`src/rtl/i2cm_pkg.sv`:
```
package i2cm_pkg;

    typedef enum logic [1:0] {
        CL_IDLE,
        CL_SAMPLE,
        CL_COND
    } cl_state_e;

    typedef enum logic [1:0] {
        FR_FREE,
        FR_DATA,
        FR_ACK
    } fr_state_e;

    typedef struct packed {
        logic start;
        logic stop;
        logic bit_ev;
        logic bit_val;
        logic hit_fall;
        logic hit_rise;
    } line_ev_t;

endpackage

```
`src/rtl/i2cm_sync.sv`:
```
module i2cm_sync #(
    parameter int LINES  = 2,
    parameter int STAGES = 2
) (
    input  logic             clk,
    input  logic             rst_n,
    input  logic [LINES-1:0] d,
    output logic [LINES-1:0] q
);

    for (genvar i = 0; i < LINES; i++) begin : g_line
        logic [STAGES-1:0] chain;
        always_ff @(posedge clk or negedge rst_n) begin
            if (!rst_n) chain <= '1;
            else        chain <= {chain[STAGES-2:0], d[i]};
        end
        assign q[i] = chain[STAGES-1];
    end

endmodule

```
`src/rtl/i2cm_edge_class.sv`:
```
module i2cm_edge_class
    import i2cm_pkg::*;
#(
    parameter int AW = 8
) (
    input  logic          clk,
    input  logic          rst_n,
    input  logic          scl,
    input  logic          sda,
    input  logic [AW-1:0] win,
    output line_ev_t      ev
);

    cl_state_e     state, state_n;
    logic          scl_q, sda_q;
    logic [AW-1:0] scl_age, sda_age, tmr;
    logic          rhit_q, cdir_q;
    logic          scl_rise, scl_fall, sda_edge;

    assign scl_rise = scl & ~scl_q;
    assign scl_fall = ~scl & scl_q;
    assign sda_edge = sda ^ sda_q;

    always_ff @(posedge clk or negedge rst_n) begin
        if (!rst_n) state <= CL_IDLE;
        else        state <= state_n;
    end

    always_comb begin
        state_n = state;
        ev      = '0;
        unique case (state)
            CL_IDLE: begin
                if (scl_rise)          state_n = CL_SAMPLE;
                else if (scl_fall)     ev.hit_fall = sda_edge;
                else if (sda_edge && scl) state_n = CL_COND;
                else if (sda_edge)     ev.hit_fall = (scl_age < win);
            end
            CL_SAMPLE: begin
                if (tmr >= win || scl_fall) begin
                    ev.bit_ev   = 1'b1;
                    ev.bit_val  = sda_q;
                    ev.hit_rise = rhit_q;
                    state_n     = (sda_edge && scl && !scl_fall) ? CL_COND : CL_IDLE;
                end
            end
            CL_COND: begin
                if (tmr >= win) begin
                    ev.start = ~cdir_q;
                    ev.stop  = cdir_q;
                    state_n  = CL_IDLE;
                end else if (scl_fall) begin
                    ev.hit_fall = 1'b1;
                    state_n     = CL_IDLE;
                end
            end
            default: state_n = CL_IDLE;
        endcase
    end

    always_ff @(posedge clk or negedge rst_n) begin
        if (!rst_n) begin
            scl_q   <= 1'b1;
            sda_q   <= 1'b1;
            scl_age <= '1;
            sda_age <= '1;
            tmr     <= '0;
            rhit_q  <= 1'b0;
            cdir_q  <= 1'b0;
        end else begin
            scl_q <= scl;
            sda_q <= sda;
            if (scl_rise || scl_fall) scl_age <= '0;
            else if (scl_age != '1)   scl_age <= scl_age + 1'b1;
            if (sda_edge)             sda_age <= '0;
            else if (sda_age != '1)   sda_age <= sda_age + 1'b1;
            if (state_n != state)     tmr <= '0;
            else if (tmr != '1)       tmr <= tmr + 1'b1;
            if (state == CL_IDLE && scl_rise)
                rhit_q <= sda_edge || (sda_age < win);
            else if (state == CL_SAMPLE)
                rhit_q <= rhit_q | sda_edge;
            if (state_n == CL_COND && state != CL_COND)
                cdir_q <= sda;
        end
    end


    no_bit_with_cond_chk: assert property (@(posedge clk) disable iff (!rst_n)
        !(ev.bit_ev && (ev.start || ev.stop)));


    cond_scl_high_chk: assert property (@(posedge clk) disable iff (!rst_n)
        (ev.start || ev.stop) |-> scl_q);

endmodule

```
`src/rtl/i2cm_frame_fsm.sv`:
```
module i2cm_frame_fsm
    import i2cm_pkg::*;
#(
    parameter int BITS = 8
) (
    input  logic            clk,
    input  logic            rst_n,
    input  line_ev_t        ev,
    input  logic            en_fall,
    input  logic            en_rise,
    input  logic            en_empty,
    output logic            start_o,
    output logic            rstart_o,
    output logic            stop_o,
    output logic            empty_o,
    output logic            byte_valid_o,
    output logic [BITS-1:0] byte_data_o,
    output logic            byte_ack_o,
    output logic            bit_valid_o,
    output logic            bit_value_o,
    output logic            bit_mode_o,
    output logic            fall_flag_o,
    output logic            rise_flag_o
);

    localparam int CW = $clog2(BITS + 1);
    localparam logic [CW-1:0] LAST = CW'(BITS - 1);

    fr_state_e       state, state_n;
    logic [CW-1:0]   cnt;
    logic [BITS-1:0] shreg;
    logic            seen;
    logic            err;

    assign err = (ev.hit_fall & en_fall) | (ev.hit_rise & en_rise);

    always_ff @(posedge clk or negedge rst_n) begin
        if (!rst_n) state <= FR_FREE;
        else        state <= state_n;
    end

    always_comb begin
        state_n = state;
        unique case (state)
            FR_FREE: if (ev.start) state_n = FR_DATA;
            FR_DATA: begin
                if (ev.stop)                          state_n = FR_FREE;
                else if (ev.bit_ev && !ev.start && cnt == LAST) state_n = FR_ACK;
            end
            FR_ACK: begin
                if (ev.stop)                      state_n = FR_FREE;
                else if (ev.start || ev.bit_ev)   state_n = FR_DATA;
            end
            default: state_n = FR_FREE;
        endcase
    end

    always_ff @(posedge clk or negedge rst_n) begin
        if (!rst_n) begin
            start_o <= 1'b0; rstart_o <= 1'b0; stop_o <= 1'b0; empty_o <= 1'b0;
            byte_valid_o <= 1'b0; byte_data_o <= '0; byte_ack_o <= 1'b0;
            bit_valid_o <= 1'b0; bit_value_o <= 1'b0; bit_mode_o <= 1'b0;
            fall_flag_o <= 1'b0; rise_flag_o <= 1'b0;
            cnt <= '0; shreg <= '0; seen <= 1'b0;
        end else begin
            start_o      <= 1'b0;
            rstart_o     <= 1'b0;
            stop_o       <= 1'b0;
            empty_o      <= 1'b0;
            byte_valid_o <= 1'b0;
            bit_valid_o  <= 1'b0;
            fall_flag_o  <= ev.hit_fall & en_fall;
            rise_flag_o  <= ev.hit_rise & en_rise;
            if (ev.start) begin
                start_o    <= (state == FR_FREE);
                rstart_o   <= (state != FR_FREE);
                cnt        <= '0;
                seen       <= 1'b0;
                bit_mode_o <= 1'b0;
            end else if (ev.stop) begin
                stop_o     <= 1'b1;
                empty_o    <= en_empty && (state != FR_FREE) && !seen;
                cnt        <= '0;
                bit_mode_o <= 1'b0;
            end else if (ev.bit_ev && state != FR_FREE) begin
                seen <= 1'b1;
                if (bit_mode_o || err) begin
                    bit_valid_o <= 1'b1;
                    bit_value_o <= ev.bit_val;
                end
                if (state == FR_ACK) begin
                    byte_valid_o <= 1'b1;
                    byte_data_o  <= shreg;
                    byte_ack_o   <= ~ev.bit_val;
                    bit_mode_o   <= 1'b0;
                    cnt          <= '0;
                end else begin
                    shreg <= {shreg[BITS-2:0], ev.bit_val};
                    cnt   <= cnt + 1'b1;
                    if (err) bit_mode_o <= 1'b1;
                end
            end else if (err && state != FR_FREE) begin
                bit_mode_o <= 1'b1;
            end
        end
    end


    byte_after_ack_chk: assert property (@(posedge clk) disable iff (!rst_n)
        byte_valid_o |-> $past(state == FR_ACK));


    empty_with_stop_chk: assert property (@(posedge clk) disable iff (!rst_n)
        empty_o |-> stop_o);


    mode_needs_flag_chk: assert property (@(posedge clk) disable iff (!rst_n)
        $rose(bit_mode_o) |-> (fall_flag_o || rise_flag_o));


    bit_in_mode_chk: assert property (@(posedge clk) disable iff (!rst_n)
        (bit_valid_o && !byte_valid_o) |-> bit_mode_o);


    mode_ends_at_byte_chk: assert property (@(posedge clk) disable iff (!rst_n)
        byte_valid_o |-> !bit_mode_o);


    no_start_stop_clash_chk: assert property (@(posedge clk) disable iff (!rst_n)
        !((start_o || rstart_o) && stop_o));

endmodule

```
`src/rtl/i2c_skew_monitor.sv`:
```
module i2c_skew_monitor
    import i2cm_pkg::*;
#(
    parameter int AW   = 8,
    parameter int BITS = 8
) (
    input  logic            clk,
    input  logic            rst_n,
    input  logic            scl_i,
    input  logic            sda_i,
    input  logic [AW-1:0]   skew_win,
    input  logic            en_fall,
    input  logic            en_rise,
    input  logic            en_empty,
    output logic            start_o,
    output logic            rstart_o,
    output logic            stop_o,
    output logic            empty_o,
    output logic            byte_valid_o,
    output logic [BITS-1:0] byte_data_o,
    output logic            byte_ack_o,
    output logic            bit_valid_o,
    output logic            bit_value_o,
    output logic            bit_mode_o,
    output logic            fall_flag_o,
    output logic            rise_flag_o
);

    logic [1:0] lines_s;
    line_ev_t   ev;

    i2cm_sync #(.LINES(2), .STAGES(2)) u_sync (
        .clk   (clk),
        .rst_n (rst_n),
        .d     ({scl_i, sda_i}),
        .q     (lines_s)
    );

    i2cm_edge_class #(.AW(AW)) u_class (
        .clk   (clk),
        .rst_n (rst_n),
        .scl   (lines_s[1]),
        .sda   (lines_s[0]),
        .win   (skew_win),
        .ev    (ev)
    );

    i2cm_frame_fsm #(.BITS(BITS)) u_frame (
        .clk          (clk),
        .rst_n        (rst_n),
        .ev           (ev),
        .en_fall      (en_fall),
        .en_rise      (en_rise),
        .en_empty     (en_empty),
        .start_o      (start_o),
        .rstart_o     (rstart_o),
        .stop_o       (stop_o),
        .empty_o      (empty_o),
        .byte_valid_o (byte_valid_o),
        .byte_data_o  (byte_data_o),
        .byte_ack_o   (byte_ack_o),
        .bit_valid_o  (bit_valid_o),
        .bit_value_o  (bit_value_o),
        .bit_mode_o   (bit_mode_o),
        .fall_flag_o  (fall_flag_o),
        .rise_flag_o  (rise_flag_o)
    );

endmodule

```
`config.mk`:
```
export PLATFORM = sky130hd
export DESIGN_NAME = i2c_skew_monitor
export DESIGN_NICKNAME = d
export VERILOG_FILES = /design/src/rtl/i2cm_pkg.sv /design/src/rtl/i2cm_sync.sv /design/src/rtl/i2cm_edge_class.sv /design/src/rtl/i2cm_frame_fsm.sv /design/src/rtl/i2c_skew_monitor.sv
export SDC_FILE = /design/constraint.sdc
export NUM_CORES = 1
export LEC_CHECK = 0
export BUFFER_PORTS_ARGS = -buffer_cell sky130_fd_sc_hd__clkbuf_2
export CAP_MARGIN = 40
export CORE_MARGIN = 2
export CORE_UTILIZATION = 59
export DETAILED_ROUTE_END_ITERATION = 6
export PLACE_DENSITY_LB_ADDON = 0.25
export RECOVER_POWER = 50
export SYNTH_ARGS = -nofsm -noshare
export SYNTH_HDL_FRONTEND = slang
export SYNTH_HIERARCHICAL = 1
export SYNTH_SLANG_ARGS = --single-unit
export TNS_END_PERCENT = 10
```
`constraint.sdc`:
```
create_clock -name clk -period 4.1 [get_ports clk]
set_input_delay 0 -clock clk [delete_from_list [all_inputs] [get_ports clk]]
set_output_delay 0 -clock clk [all_outputs]
set_load 0.05 [all_outputs]
```
* Word level (Yosys, flattened, before mapping) *
Cells that the tools add are included.

word-level totals
  ROM bits = 0
  bits in latches = 0
  output and inout bits = 19
  word-level logic and storage cells = 159
  memories = 0
  bits of input ports = 15
  register bits after elaboration = 68
  bits in writable memories = 0

operators by class
  order comparisons = 3
  shift operators = 0
  reductions and logical operators = 34
  $add $sub $neg = 4
  equality and inequality tests = 16
  mux-type cells = 62
  multiply operators = 0
  divide/modulo/power cells = 0
  bitwise gates (word level) = 14

operators by type and width
  kind                                                   count
  two-way mux 8 bit                                      6
  two-way mux 1 bit                                      33
  two-way mux 2 bit                                      16
  adder 8 x 1 -> 8 bit, second input constant            3
  inequality test 8 bit, second input constant           3
  < comparator 8 bit                                     2
  two-way mux 4 bit                                      4
  case mux 2 bit (3 select lines)                        2
  AND reduction 4 bit                                    3
  nonzero test 2 bit                                     6
  logical AND 1 bit                                      10
  greater-or-equal comparator 8 bit                      1
  NOT 1 bit                                              7
  equality test 2 bit, second input constant             3
  inequality test 3 x 2 -> 1 bit, second input constant  2
  logical OR 1 bit                                       5
  inequality test 5 x 3 -> 1 bit, second input constant  1
  adder 4 x 1 -> 4 bit, second input constant            1
  AND 1 bit                                              4
  equality test 2 x 1 -> 1 bit, second input constant    2
  equality test 4 x 3 -> 1 bit, second input constant    1
  zero test 2 bit                                        2
  inequality test 2 x 1 -> 1 bit, second input constant  2
  AND reduction 2 bit                                    2
  other kinds (9)                                        12

* Depth between registers and ports, before layout *
Gate-level depths: netlist of the first run.

  depth after elaboration = 13
  mapped depth = 10
  mapped depth without buffers = 10

* Modules after synthesis *
Netlist of the first run, hierarchy kept.

by module, submodules not included
  module           seq. area each (sq um)  instances  cells each  area an instance (sq um)
  i2cm_edge_class  773.2                   1          221         2109.5
  i2cm_frame_fsm   850.8                   1          103         1370.1
  i2cm_sync        105.1                   1          6           120.1

* Least setup slack after synthesis of the first run *
OpenSTA, ideal clock, no wires.

  path type = register to register
  start point = register u_class.tmr[4]
  end point = register u_frame.byte_data_o[0]
  library setup time = 125 ps
  cell stages (with the launch flop) = 10
  arrival = 2721 ps
  path slack = 1254 ps
  buffers on the path = 1
  data required time = 3975 ps
  clock period less this slack = 2846 ps
  cells stage by stage = dfrtp_1 ha_1 or4_4 a21oi_4 or3_1 a211oi_1 or2_1 buf_2 nor3_4 mux2_2

RTL lines
  what                    RTL line               RTL
  from (decl)             i2cm_edge_class.sv:16  logic [AW-1:0] scl_age, sda_age, tmr;
  from (signal assigned)  i2cm_edge_class.sv:78  else if (tmr != '1) tmr <= tmr + 1'b1;
  to (signal assigned)    i2cm_frame_fsm.sv:93   byte_data_o <= shreg;
  to (decl)               i2cm_frame_fsm.sv:17   output logic [BITS-1:0] byte_data_o,

==> metrics.md, run 1 <==
| Metric | Value |
|---|---|
| Initial core utilization | `between 60 and 70%` |
| Clock buffer depth | `2` |
| Compound-gate portion of the synthesized area | `12.1%` |
| Vias in the first global route | `2515` |
| Adder-Cell Fraction of Synth Area | `about a tenth` |
| YS warnings | `6` |
| CTS Sinks | `68` |
| Final Hold Viols | `0` |
| Drt pass-1 iters | `4` |
| Pin count of the biggest net entering global routing | `49` |
| R2R cell count | `8` |
| Hold WS | `0.219 ns` |
| Period utilization | `75.3%` |
| # H-tree levels | `3` |
| Post-route antenna net violation count | `0` |
| Initial antenna violation count | `0` |
| WL/cell | `15.3 µm` |
| DRC violation count after routing | `0` |
| Crit-path max FO | `10` |
| Most common cell after layout, fill and taps aside | `dfrtp_1` |
| Worst min path class | `primary input to flop` |
| Rows | `28` |
| GPL Wtd Cong | `0.883` |
| EDFF count, synth | `0` |
| TritonCTS Buffers | `9` |
| Largest family of logic cells by synthesized area | `simple AND/OR/NAND/NOR gates` |
| Syn Inst Count | `330` |
| Leak | `about 1.9 nW` |
| First-pass GRT wire length | `11.4 mm` |
| Global-route usage over all layers | `22.4%` |
| Most used DFF post-synth | `dfrtp_1` |
| Mapped Area | `about 3600 µm²` |
| Grt total ovfl | `0` |
| DIE AREA | `6740 µm²` |
| Startpoint Class | `flop` |
| VDD IR-drop max | `roughly 0.34 mV` |
| Synth top area share | `approximately a third` |
| Fin nets | `416` |
| Ant diodes | `0` |
| Detailed Route Iter0 Violations | `216` |
| Highest routed metal layer | `met4` |
| Critical setup path kind | `flop to flop` |
| Via count | `roughly 2600` |
| Ports | `34` |
| Layout area overhead | `12.8%` |
| Post-Synth XOR/XNOR Area | `under 10%` |
| Root Buffer Master | `clkbuf_8` |
| Worst setup EP type | `flop` |
| Met2 WL | `3.32 mm` |
| Syn_area_per_cell | `10.9 µm²` |
| Netlist cell types | `57` |
| Final Critical Period | `3.09 ns` |
| Worst-path clk slew | `~0.07 ns` |
| Cells on Worst Hold Path | `5` |
| Status | `finished clean` |
| Post-synthesis mux area share | `7.58%` |
| Layout cells sized above 1 | `20.9%` |
| Fmax achieved | `324 MHz` |
| Synth area leader | `dfrtp_1` |
| Slew headroom | `24.5%` |
| Clock skew | `0.0118 ns` |
| DR WL met3 | `~280 µm` |
| DR vias/cell | `~5.7` |
| Final Max Slew Viols | `0` |
| Final setup TNS | `0 ns` |
| Commonest cells after routing, fill and taps aside | `46 x dfrtp_1, 28 x ha_1, 25 x nor2_1` |
| Post-detail-place hpwl | `5.14 mm` |
| Ys async rst share | `100%` |
| RSZ-0062 raised after global routing | `no` |
| Die Ht | `82.1 µm` |
| Die Wd | `slightly above 80 µm` |
| Worst EP arrival | `3.31 ns` |
| Seq/Total Area, Yosys | `48.0%` |
| Syn_nets | `373` |
| WL final | `6.92 mm` |
| Max cap viols | `0` |
| Worst skew pair latency | `0.34 ns` |
| Pwr Density | `just over 400 nW/µm²` |
| # setup viols final | `0` |
| I/O Buffers | `33` |
| Synth top area cells | `dfrtp_1 32%, dfstp_2 16%, ha_1 9.7%` |
| TritonCTS clock tree | `done` |
| Post-synthesis simple-gate area fraction | `between 10% and 20%` |
| WL met1 | `3.26 mm` |
| Worst Path Required | `4.33 ns` |
| Worst slew pin tran | `1.13 ns` |
| CTS resizes | `0` |
| Yosys reg bits | `68` |
| Core box area | `around 5900 µm²` |
-- registers in the layout (all words and copies together), names as in the netlist, 2 cells and up --
register,cells
u_frame/cnt,4
u_frame/byte_data_o,8
u_class/scl_age,8
u_class/tmr,8
u_frame/shreg,8
u_frame/state,2
u_class/sda_age,8
u_class/state,2
u_sync/g_line.chain,4
-- logic make-up (layout without fill, tap and decap cells) --
group,after synthesis,count (layout)
flip-flops,68,68
buffers and inverters,22,70
XOR/XNOR,8,8
adder cells (fa/ha/maj),28,28
AND/OR/NAND/NOR,119,119
multiplexers,25,25
AO/OA/AOI/OAI,60,60
-- power by group --
part	internal, mW	switching (mW)	total, mW
logic	0.135	0.175	0.310
clock network	0.296	0.258	0.554
registers	0.734	0.0712	0.806
total	1.17	0.505	1.67
-- metrics by stage --
step                instances  setup WS (ns)  power (mW)  area, µm²  util, %
finish                    453           1.01        1.67       4060     68.6
floorplan                 330           1.25        1.04       3600        -
CTS                       453          0.975        1.69       4090     69.0
global placement          431           1.08        1.11       3830     64.6
detailed placement        431           1.00        1.12       3830     64.6
global route              453          0.708        1.77       4060     68.6
-- layer usage --
| layer | vias up | GRT usage, % |
|---|---|---|
| met5 | - | 0 |
| met4 | 0 | 5.00 |
| met3 | 7 | 5.87 |
| met2 | 47 | 36.3 |
| met1 | 1260 | 30.5 |
| li1 | 1281 | - |
-- what timing repair did --
item                                   in CTS  in global routing
hold buffers                                6                  0
buffers inserted                            0                  0
endpoints found under the hold margin      25                  0
-- cell type report --
class,count,area [µm²]
Fill cell,457,1860
Multi-Input combinational cell,240,1780
Sequential cell,68,1730
Timing Repair Buffer,40,205
Clock buffer,10,138
Tap cell,75,93.8
Clock inverter,6,63.8
Inverter,14,52.6
-- worst max-delay path: stages, from the launching register on --
cell and delay (ns):
dfrtp_1 0.46, ha_1 0.24, or4_4 0.55, a21oi_4 0.16
or3_1 0.18, a211oi_1 0.18, or2_1 0.36, nor3_4 0.46
mux2_2 0.39
-- path summary, 6_finish.rpt --
| check | endpoint | slack (ns) | from |
|---|---|---|---|
| worst max-delay path | u_frame/byte_data_o[6]$_DFFE_PN0P_ | 1.01 | u_class/tmr[4]$_DFFE_PN0P_ |
| max in group asynchronous | u_frame/shreg[3]$_DFFE_PN0P_ | 2.01 | rst_n |
| min in group asynchronous | u_class/tmr[6]$_DFFE_PN0P_ | 0.39 | rst_n |
| worst max register to register | u_frame/byte_data_o[6]$_DFFE_PN0P_ | 1.01 | u_class/tmr[4]$_DFFE_PN0P_ |
| worst min register to register | u_sync/g_line[0].chain[1]$_DFF_PN1_ | 0.36 | u_sync/g_line[0].chain[0]$_DFF_PN1_ |
| worst min-delay path | u_class/rhit_q$_DFFE_PN0P_ | 0.22 | skew_win[0] |
-- cell usage after synthesis, types with 3 or more instances --
cell type	n
dfrtp_1	46
and2_1	9
nor2_1	25
inv_1	14
a21oi_1	11
mux2_2	17
nor3_1	6
a31oi_1	11
and3_1	8
clkbuf_1	4
nand2_1	19
dfstp_2	22
nand3_1	18
nor2b_1	7
nand2b_1	7
ha_1	28
mux2i_1	7
o21ai_0	11
xnor2_1	6
nor3b_1	3
Power figures use the tool's default switching activity.
==> run 2, diff against run 1 <==
==> constraint.sdc (replaced) <==
create_clock -name clk -period 3 [get_ports clk]
set_input_delay 0 -clock clk [delete_from_list [all_inputs] [get_ports clk]]
set_output_delay 0 -clock clk [all_outputs]
set_load 0.05 [all_outputs]
==> metrics.md, run 2 (synthesis results as in run 1) <==
| Metric | Value |
|---|---|
| Status | `finished clean (unchanged)` |
| Logic pwr share | `18.1% (was 18.6%)` |
| DRC violation count after routing | `0 (unchanged)` |
| Period utilization | `93.5% (was 75.3%)` |
| CTS Sinks | `68 (unchanged)` |
| Via count | `2644 (was 2595)` |
| Final Hold Viols | `0 (unchanged)` |
| Post-route antenna net violation count | `0 (unchanged)` |
| R2R cell count | `9 (was 8)` |
| Crit-path max FO | `10 (unchanged)` |
| Root Buffer Master | `clkbuf_8 (unchanged)` |
| Slack of the worst reg-to-reg path | `0.19 ns (was 1.01 ns)` |
| Clock power share | `36.2% (was 33.2%)` |
| Post-CTS setup repair buffer count | `0 (unchanged)` |
| Final setup TNS | `0 ns (unchanged)` |
| Worst EP arrival | `3.03 ns (was 3.31 ns)` |
| Layout area overhead | `15.5% (was 12.8%)` |
| Most common cell after layout, fill and taps aside | `dfrtp_1 (unchanged)` |
| Ant diodes | `0 (unchanged)` |
| First-pass GRT wire length | `11.5 mm (was 11.4 mm)` |
| Overall power | `2.42 mW (was 1.67 mW)` |
| Critical path's slowest cell | `or4_4 (unchanged)` |
| Die Ht | `82.1 µm (unchanged)` |
| Die Wd | `82.1 µm (unchanged)` |
| Worst Path Required | `3.23 ns (was 4.33 ns)` |
| Initial antenna violation count | `0 (unchanged)` |
| Core box area | `5920 µm² (unchanged)` |
| Pin count of the biggest net entering global routing | `48 (was 49)` |
| Initial core utilization | `60.8% (unchanged)` |
| Leak | `1.96 nW (was 1.91 nW)` |
| TritonCTS clock tree | `done (unchanged)` |
| Critical setup path kind | `flop to flop (unchanged)` |
| Drt pass-1 iters | `4 (unchanged)` |
| Worst min path class | `primary input to flop (unchanged)` |
| RSZ-0062 raised after global routing | `no (unchanged)` |
| Slew headroom | `22.6% (was 24.5%)` |
| Post-detail-place hpwl | `4.95 mm (was 5.14 mm)` |
| Max cap viols | `0 (unchanged)` |
| Worst skew pair latency | `0.35 ns (was 0.34 ns)` |
| Startpoint Class | `flop (unchanged)` |
| Worst setup EP type | `flop (unchanged)` |
| I/O Buffers | `33 (unchanged)` |
| Clock skew | `0.00858 ns (was 0.0118 ns)` |
| Worst path buffer plus inverter count | `1 (was 0)` |
| WL final | `6.94 mm (was 6.92 mm)` |
| DR vias/cell | `5.75 (was 5.73)` |
| Largest delay share family, worst path | `simple AND/OR/NAND/NOR gates (unchanged)` |
| Layout cells sized above 1 | `23.1% (was 20.9%)` |
| TritonCTS Buffers | `9 (unchanged)` |
| Pwr Density | `581 nW/µm² (was 411 nW/µm²)` |
| Detailed Route Iter0 Violations | `169 (was 216)` |
| GPL Wtd Cong | `0.876 (was 0.883)` |
| WL/cell | `15.1 µm (was 15.3 µm)` |
| Peak per-stage delay on the critical path | `0.52 ns (was 0.55 ns)` |
| # setup viols final | `0 (unchanged)` |
| Net Switching | `707 µW (was 505 µW)` |
| Worst-path cell chain | `ha_1, or4_4, a21oi_4, or3_1, a211oi_1, or2_1, nor3_4, buf_4, mux2_2 (was ha_1, or4_4, a21oi_4, or3_1, a211oi_1, or2_1, nor3_4, mux2_2)` |
| Sequential Power Share | `45.7% (was 48.2%)` |
| Crit. path cell count | `9 (was 8)` |
| Final Critical Period | `2.81 ns (was 3.09 ns)` |
| Clock buffer depth | `2 (unchanged)` |
| Switch share | `29.3% (was 30.2%)` |
| Ports | `34 (unchanged)` |
| Global-route usage over all layers | `23.0% (was 22.4%)` |
| Fmax achieved | `356 MHz (was 324 MHz)` |
| Worst-path clk slew | `0.07 ns (about the same)` |
| Pint | `1.71 mW (was 1.17 mW)` |
| Worst slew pin tran | `1.16 ns (was 1.13 ns)` |
| # H-tree levels | `3 (unchanged)` |
| Grt total ovfl | `0 (unchanged)` |
| Vias in the first global route | `2555 (was 2515)` |
| Rows | `28 (unchanged)` |
| Fin nets | `423 (was 416)` |
| Final Max Slew Viols | `0 (unchanged)` |
| VDD IR-drop max | `0.421 mV (was 0.337 mV)` |
| Commonest cells after routing, fill and taps aside | `46 x dfrtp_1, 28 x ha_1, 25 x nor2_1 (unchanged)` |
| Cells on Worst Hold Path | `5 (unchanged)` |
| DIE AREA | `6740 µm² (unchanged)` |
run 2: timing repair:
action	in CTS	in global routing
hold endpoints to repair	26	0
hold buffers	6	0
setup endpoints to repair	0	13
gates resized for setup	0	3
run 2: cell type report:
cell class / count / area, µm²
clock buffer: 11 / 151
fill: 438 / 1760
sequential: 68 / 1730
clock inverter: 5 / 83.8
timing repair buffer: 47 / 258
tap: 75 / 93.8
multi-input combinational: 240 / 1790
inverter: 14 / 52.6
run 2: path summary, 6_finish.rpt:
check                                               startpoint                                   to
min                                                skew_win[0]           u_class/rhit_q$_DFFE_PN0P_
max                                 u_class/tmr[1]$_DFFE_PN0P_   u_frame/byte_data_o[2]$_DFFE_PN0P_
max reg2reg                         u_class/tmr[1]$_DFFE_PN0P_   u_frame/byte_data_o[2]$_DFFE_PN0P_
min reg2reg                u_sync/g_line[1].chain[0]$_DFF_PN1_  u_sync/g_line[1].chain[1]$_DFF_PN1_
max in group asynchronous                                rst_n         u_frame/shreg[4]$_DFFE_PN0P_
min in group asynchronous                                rst_n           u_class/tmr[7]$_DFFE_PN0P_
run 2: routing by layer:
layer  up-vias  global-route usage (%)  wire, µm
li1       1301                       -         -
met1      1267                    30.6      3310
met2        66                    35.6      3230
met3        10                    4.35       272
met4         0                    12.3       131
met5         -                       0         0
run 2: per-stage QoR:
stage	instances	hold slack, ns	utilization, %	cell area [µm²]	setup WS, ns
2_1_floorplan	330	-0.296	-	3600	0.154
3_3_place_gp	438	-0.0168	65.5	3880	0.229
4_1_cts	460	0.155	70.5	4170	0.143
6_report	460	0.202	70.2	4160	0.194
5_1_grt	460	0.238	70.2	4160	0.0480
3_5_place_dp	438	-0.00551	65.5	3880	0.164
run 2: power groups by stage:
| stage | clock, mW | sequential, mW | combinational [mW] |
|---|---|---|---|
| global placement | 0 | 1.11 | 0.412 |
| detailed placement | 0 | 1.12 | 0.427 |
| floorplan | 0 | 1.09 | 0.325 |
| finish | 0.874 | 1.10 | 0.437 |
| global route | 0.925 | 1.12 | 0.492 |
| CTS | 0.887 | 1.10 | 0.435 |
run 2: tightest hold or removal path, cell delays in order:
cell	delay (ns)
clkbuf_2	0.12
nand2b_1	0.06
nand3_1	0.07
a21oi_1	0.08
o22ai_1	0.16
==> run 3, diff against run 2 <==
--- a/config.mk
+++ b/config.mk
@@ -12,6 +12,7 @@
 export DETAILED_ROUTE_END_ITERATION = 6
 export PLACE_DENSITY_LB_ADDON = 0.25
 export RECOVER_POWER = 50
+export REMOVE_ABC_BUFFERS = 1
 export SYNTH_ARGS = -nofsm -noshare
 export SYNTH_HDL_FRONTEND = slang
 export SYNTH_HIERARCHICAL = 1
==> metrics.md, run 3 (synthesis results as in run 1) <==
| Metric | Value |
|---|---|
| Worst path buffer plus inverter count | `0 (was 1)` |
| Layout cells sized above 1 | `23.2% (was 23.1%)` |
| Slew headroom | `-7.12% (was 22.6%)` |
| Global-route usage over all layers | `23.3% (was 23.0%)` |
| Final core utilization | `70.1% (was 70.2%)` |
| Worst skew pair latency | `0.36 ns (was 0.35 ns)` |
| Initial antenna violation count | `0 (unchanged)` |
| DR vias/cell | `5.79 (was 5.75)` |
| GPL Wtd Cong | `0.797 (was 0.876)` |
| Worst slew pin tran | `1.61 ns (was 1.16 ns)` |
| Multi-input combinational cell area | `1780 µm² (was 1790 µm²)` |
| DRC violation count after routing | `0 (unchanged)` |
| Core box area | `5920 µm² (unchanged)` |
| Vias in the first global route | `2577 (was 2555)` |
| Max cap viols | `1 (was 0)` |
| Rows | `28 (unchanged)` |
| Fillers | `452 (was 438)` |
| Crit-path max FO | `7 (was 10)` |
| Clock buffer depth | `2 (unchanged)` |
| Final setup TNS | `0 ns (unchanged)` |
| Sequential Power Share | `47.5% (was 45.7%)` |
| DIE AREA | `6740 µm² (unchanged)` |
| Ant diodes | `0 (unchanged)` |
| Post-route antenna net violation count | `0 (unchanged)` |
| Clock skew | `0.0144 ns (was 0.00858 ns)` |
| Critical path's slowest cell | `dfrtp_1 (was or4_4)` |
| First-pass GRT wire length | `11.8 mm (was 11.5 mm)` |
| Drt pass-1 iters | `4 (unchanged)` |
| RSZ-0062 raised after global routing | `no (unchanged)` |
| Pwr Density | `560 nW/µm² (was 581 nW/µm²)` |
| Worst setup EP type | `flop (unchanged)` |
| Met2 WL | `3.26 mm (was 3.23 mm)` |
| Failing checks | `max-capacitance violations, max-slew violations` |
| Final Hold Viols | `0 (unchanged)` |
| Commonest cells after routing, fill and taps aside | `46 x dfrtp_1, 28 x ha_1, 25 x nor2_1 (unchanged)` |
| Layout area overhead | `15.4% (was 15.5%)` |
| Switch share | `31.3% (was 29.3%)` |
| Root Buffer Master | `clkbuf_8 (unchanged)` |
| Period utilization | `93.1% (was 93.5%)` |
| Via count | `2679 (was 2644)` |
| Startpoint Class | `flop (unchanged)` |
| CTS Sinks | `68 (unchanged)` |
| Worst-path cell chain | `ha_1, or3_1, a21oi_1, o311ai_4, nor2b_1, and2_1, a221oi_1, nor3_1, mux2_2 (was ha_1, or4_4, a21oi_4, or3_1, a211oi_1, or2_1, nor3_4, buf_4, mux2_2)` |
| Overall power | `2.32 mW (was 2.42 mW)` |
| Register Area | `1730 µm² (unchanged)` |
| Logic pwr share | `19.4% (was 18.1%)` |
| Initial core utilization | `60.8% (unchanged)` |
| Largest delay share family, worst path | `simple AND/OR/NAND/NOR gates (unchanged)` |
| WL/cell | `15.0 µm (was 15.1 µm)` |
| Fmax achieved | `358 MHz (was 356 MHz)` |
| I/O Buffers | `33 (unchanged)` |
| Pint | `1.60 mW (was 1.71 mW)` |
| VDD IR-drop max | `0.389 mV (was 0.421 mV)` |
| Fin nets | `426 (was 423)` |
| Ports | `34 (unchanged)` |
| Worst Path Required | `3.24 ns (was 3.23 ns)` |
| Peak per-stage delay on the critical path | `0.44 ns (was 0.52 ns)` |
| # setup viols final | `0 (unchanged)` |
| Final Max Slew Viols | `69 (was 0)` |
| Final Critical Period | `2.79 ns (was 2.81 ns)` |
| TritonCTS clock tree | `done (unchanged)` |
| Worst min path class | `primary input to flop (unchanged)` |
| TritonCTS Buffers | `9 (unchanged)` |
| WL final | `6.97 mm (was 6.94 mm)` |
| Worst EP arrival | `3.03 ns (about the same)` |
| Post-detail-place hpwl | `4.98 mm (was 4.95 mm)` |
| # H-tree levels | `3 (unchanged)` |
| Grt total ovfl | `0 (unchanged)` |
| Leak | `1.97 nW (was 1.96 nW)` |
| Die Wd | `82.1 µm (unchanged)` |
| Net Switching | `727 µW (was 707 µW)` |
| WL met1 | `3.22 mm (was 3.31 mm)` |
| Hold WS | `0.191 ns (was 0.202 ns)` |
| Worst-path clk slew | `0.08 ns (was 0.07 ns)` |
| Critical setup path kind | `flop to flop (unchanged)` |
| Clock power share | `33.2% (was 36.2%)` |
| Pin count of the biggest net entering global routing | `69 (was 48)` |
| Most common cell after layout, fill and taps aside | `dfrtp_1 (unchanged)` |
| DR WL met3 | `368 µm (was 272 µm)` |
| Detailed Route Iter0 Violations | `154 (was 169)` |
| Status | `complete, but fails checks (was finished clean)` |
| Die Ht | `82.1 µm (unchanged)` |
| Highest routed metal layer | `met4 (unchanged)` |
-- run 3: timing repair --
item / in CTS / in global routing
resized for setup: 0 / 0
hold endpoints to repair: 51 / 0
setup endpoints to repair: 0 / 8
setup buffers: 0 / 1
hold buffers: 6 / 0
-- run 3: cell type report --
type | instances | share of cell area [%]
inverter | 14 | 1.27
tap | 75 | 2.26
sequential | 68 | 41.6
multi-input combinational | 240 | 42.8
clock buffer | 9 | 2.98
timing repair buffer | 50 | 7.08
clock inverter | 7 | 1.96
-- run 3: worst reg2reg max path, stage by stage, from the launching register on --
cell and delay (ns):
dfrtp_1 0.44, ha_1 0.29, or3_1 0.34, a21oi_1 0.26, o311ai_4 0.18, nor2b_1 0.19
and2_1 0.17, a221oi_1 0.38, nor3_1 0.15, mux2_2 0.30
-- run 3: power by group through the flow --
stage          combinational, mW  clock [mW]  sequential (mW)
6_report                   0.450       0.771             1.10
2_1_floorplan              0.312           0             1.10
4_1_cts                    0.452       0.794             1.10
5_1_grt                    0.513       0.836             1.12
3_3_place_gp               0.422           0             1.12
3_5_place_dp               0.437           0             1.12
-- run 3: layer usage --
layer,track usage [%],vias to the layer above
li1,-,1304
met1,30.5,1284
met2,36.6,75
met3,6.96,16
met4,9.17,0
met5,0,-
-- run 3: final timing paths --
| path | to | startpoint | cells after the start | slack [ns] |
|---|---|---|---|---|
| max | u_frame/bit_value_o$_DFFE_PN0P_ | u_class/tmr[2]$_DFFE_PN0P_ | 9 | 0.21 |
| min | u_class/rhit_q$_DFFE_PN0P_ | skew_win[0] | 5 | 0.19 |
| max reg2reg | u_frame/bit_value_o$_DFFE_PN0P_ | u_class/tmr[2]$_DFFE_PN0P_ | 9 | 0.21 |
| min reg2reg | u_sync/g_line[1].chain[1]$_DFF_PN1_ | u_sync/g_line[1].chain[0]$_DFF_PN1_ | 0 | 0.36 |
| max in group asynchronous | u_class/tmr[7]$_DFFE_PN0P_ | rst_n | 3 | 1.36 |
| min in group asynchronous | u_frame/rise_flag_o$_DFF_PN0_ | rst_n | 3 | 0.67 |
-- run 3: per-stage QoR --
stage                     std cells  cell area, µm²  setup WS (ns)
after detailed placement        440            3890          0.102
final                           463            4150          0.208
after CTS                       462            4160         0.0886
after global routing            463            4150        0.00681
after floorplan                 322            3560          0.200
after global placement          440            3890          0.148
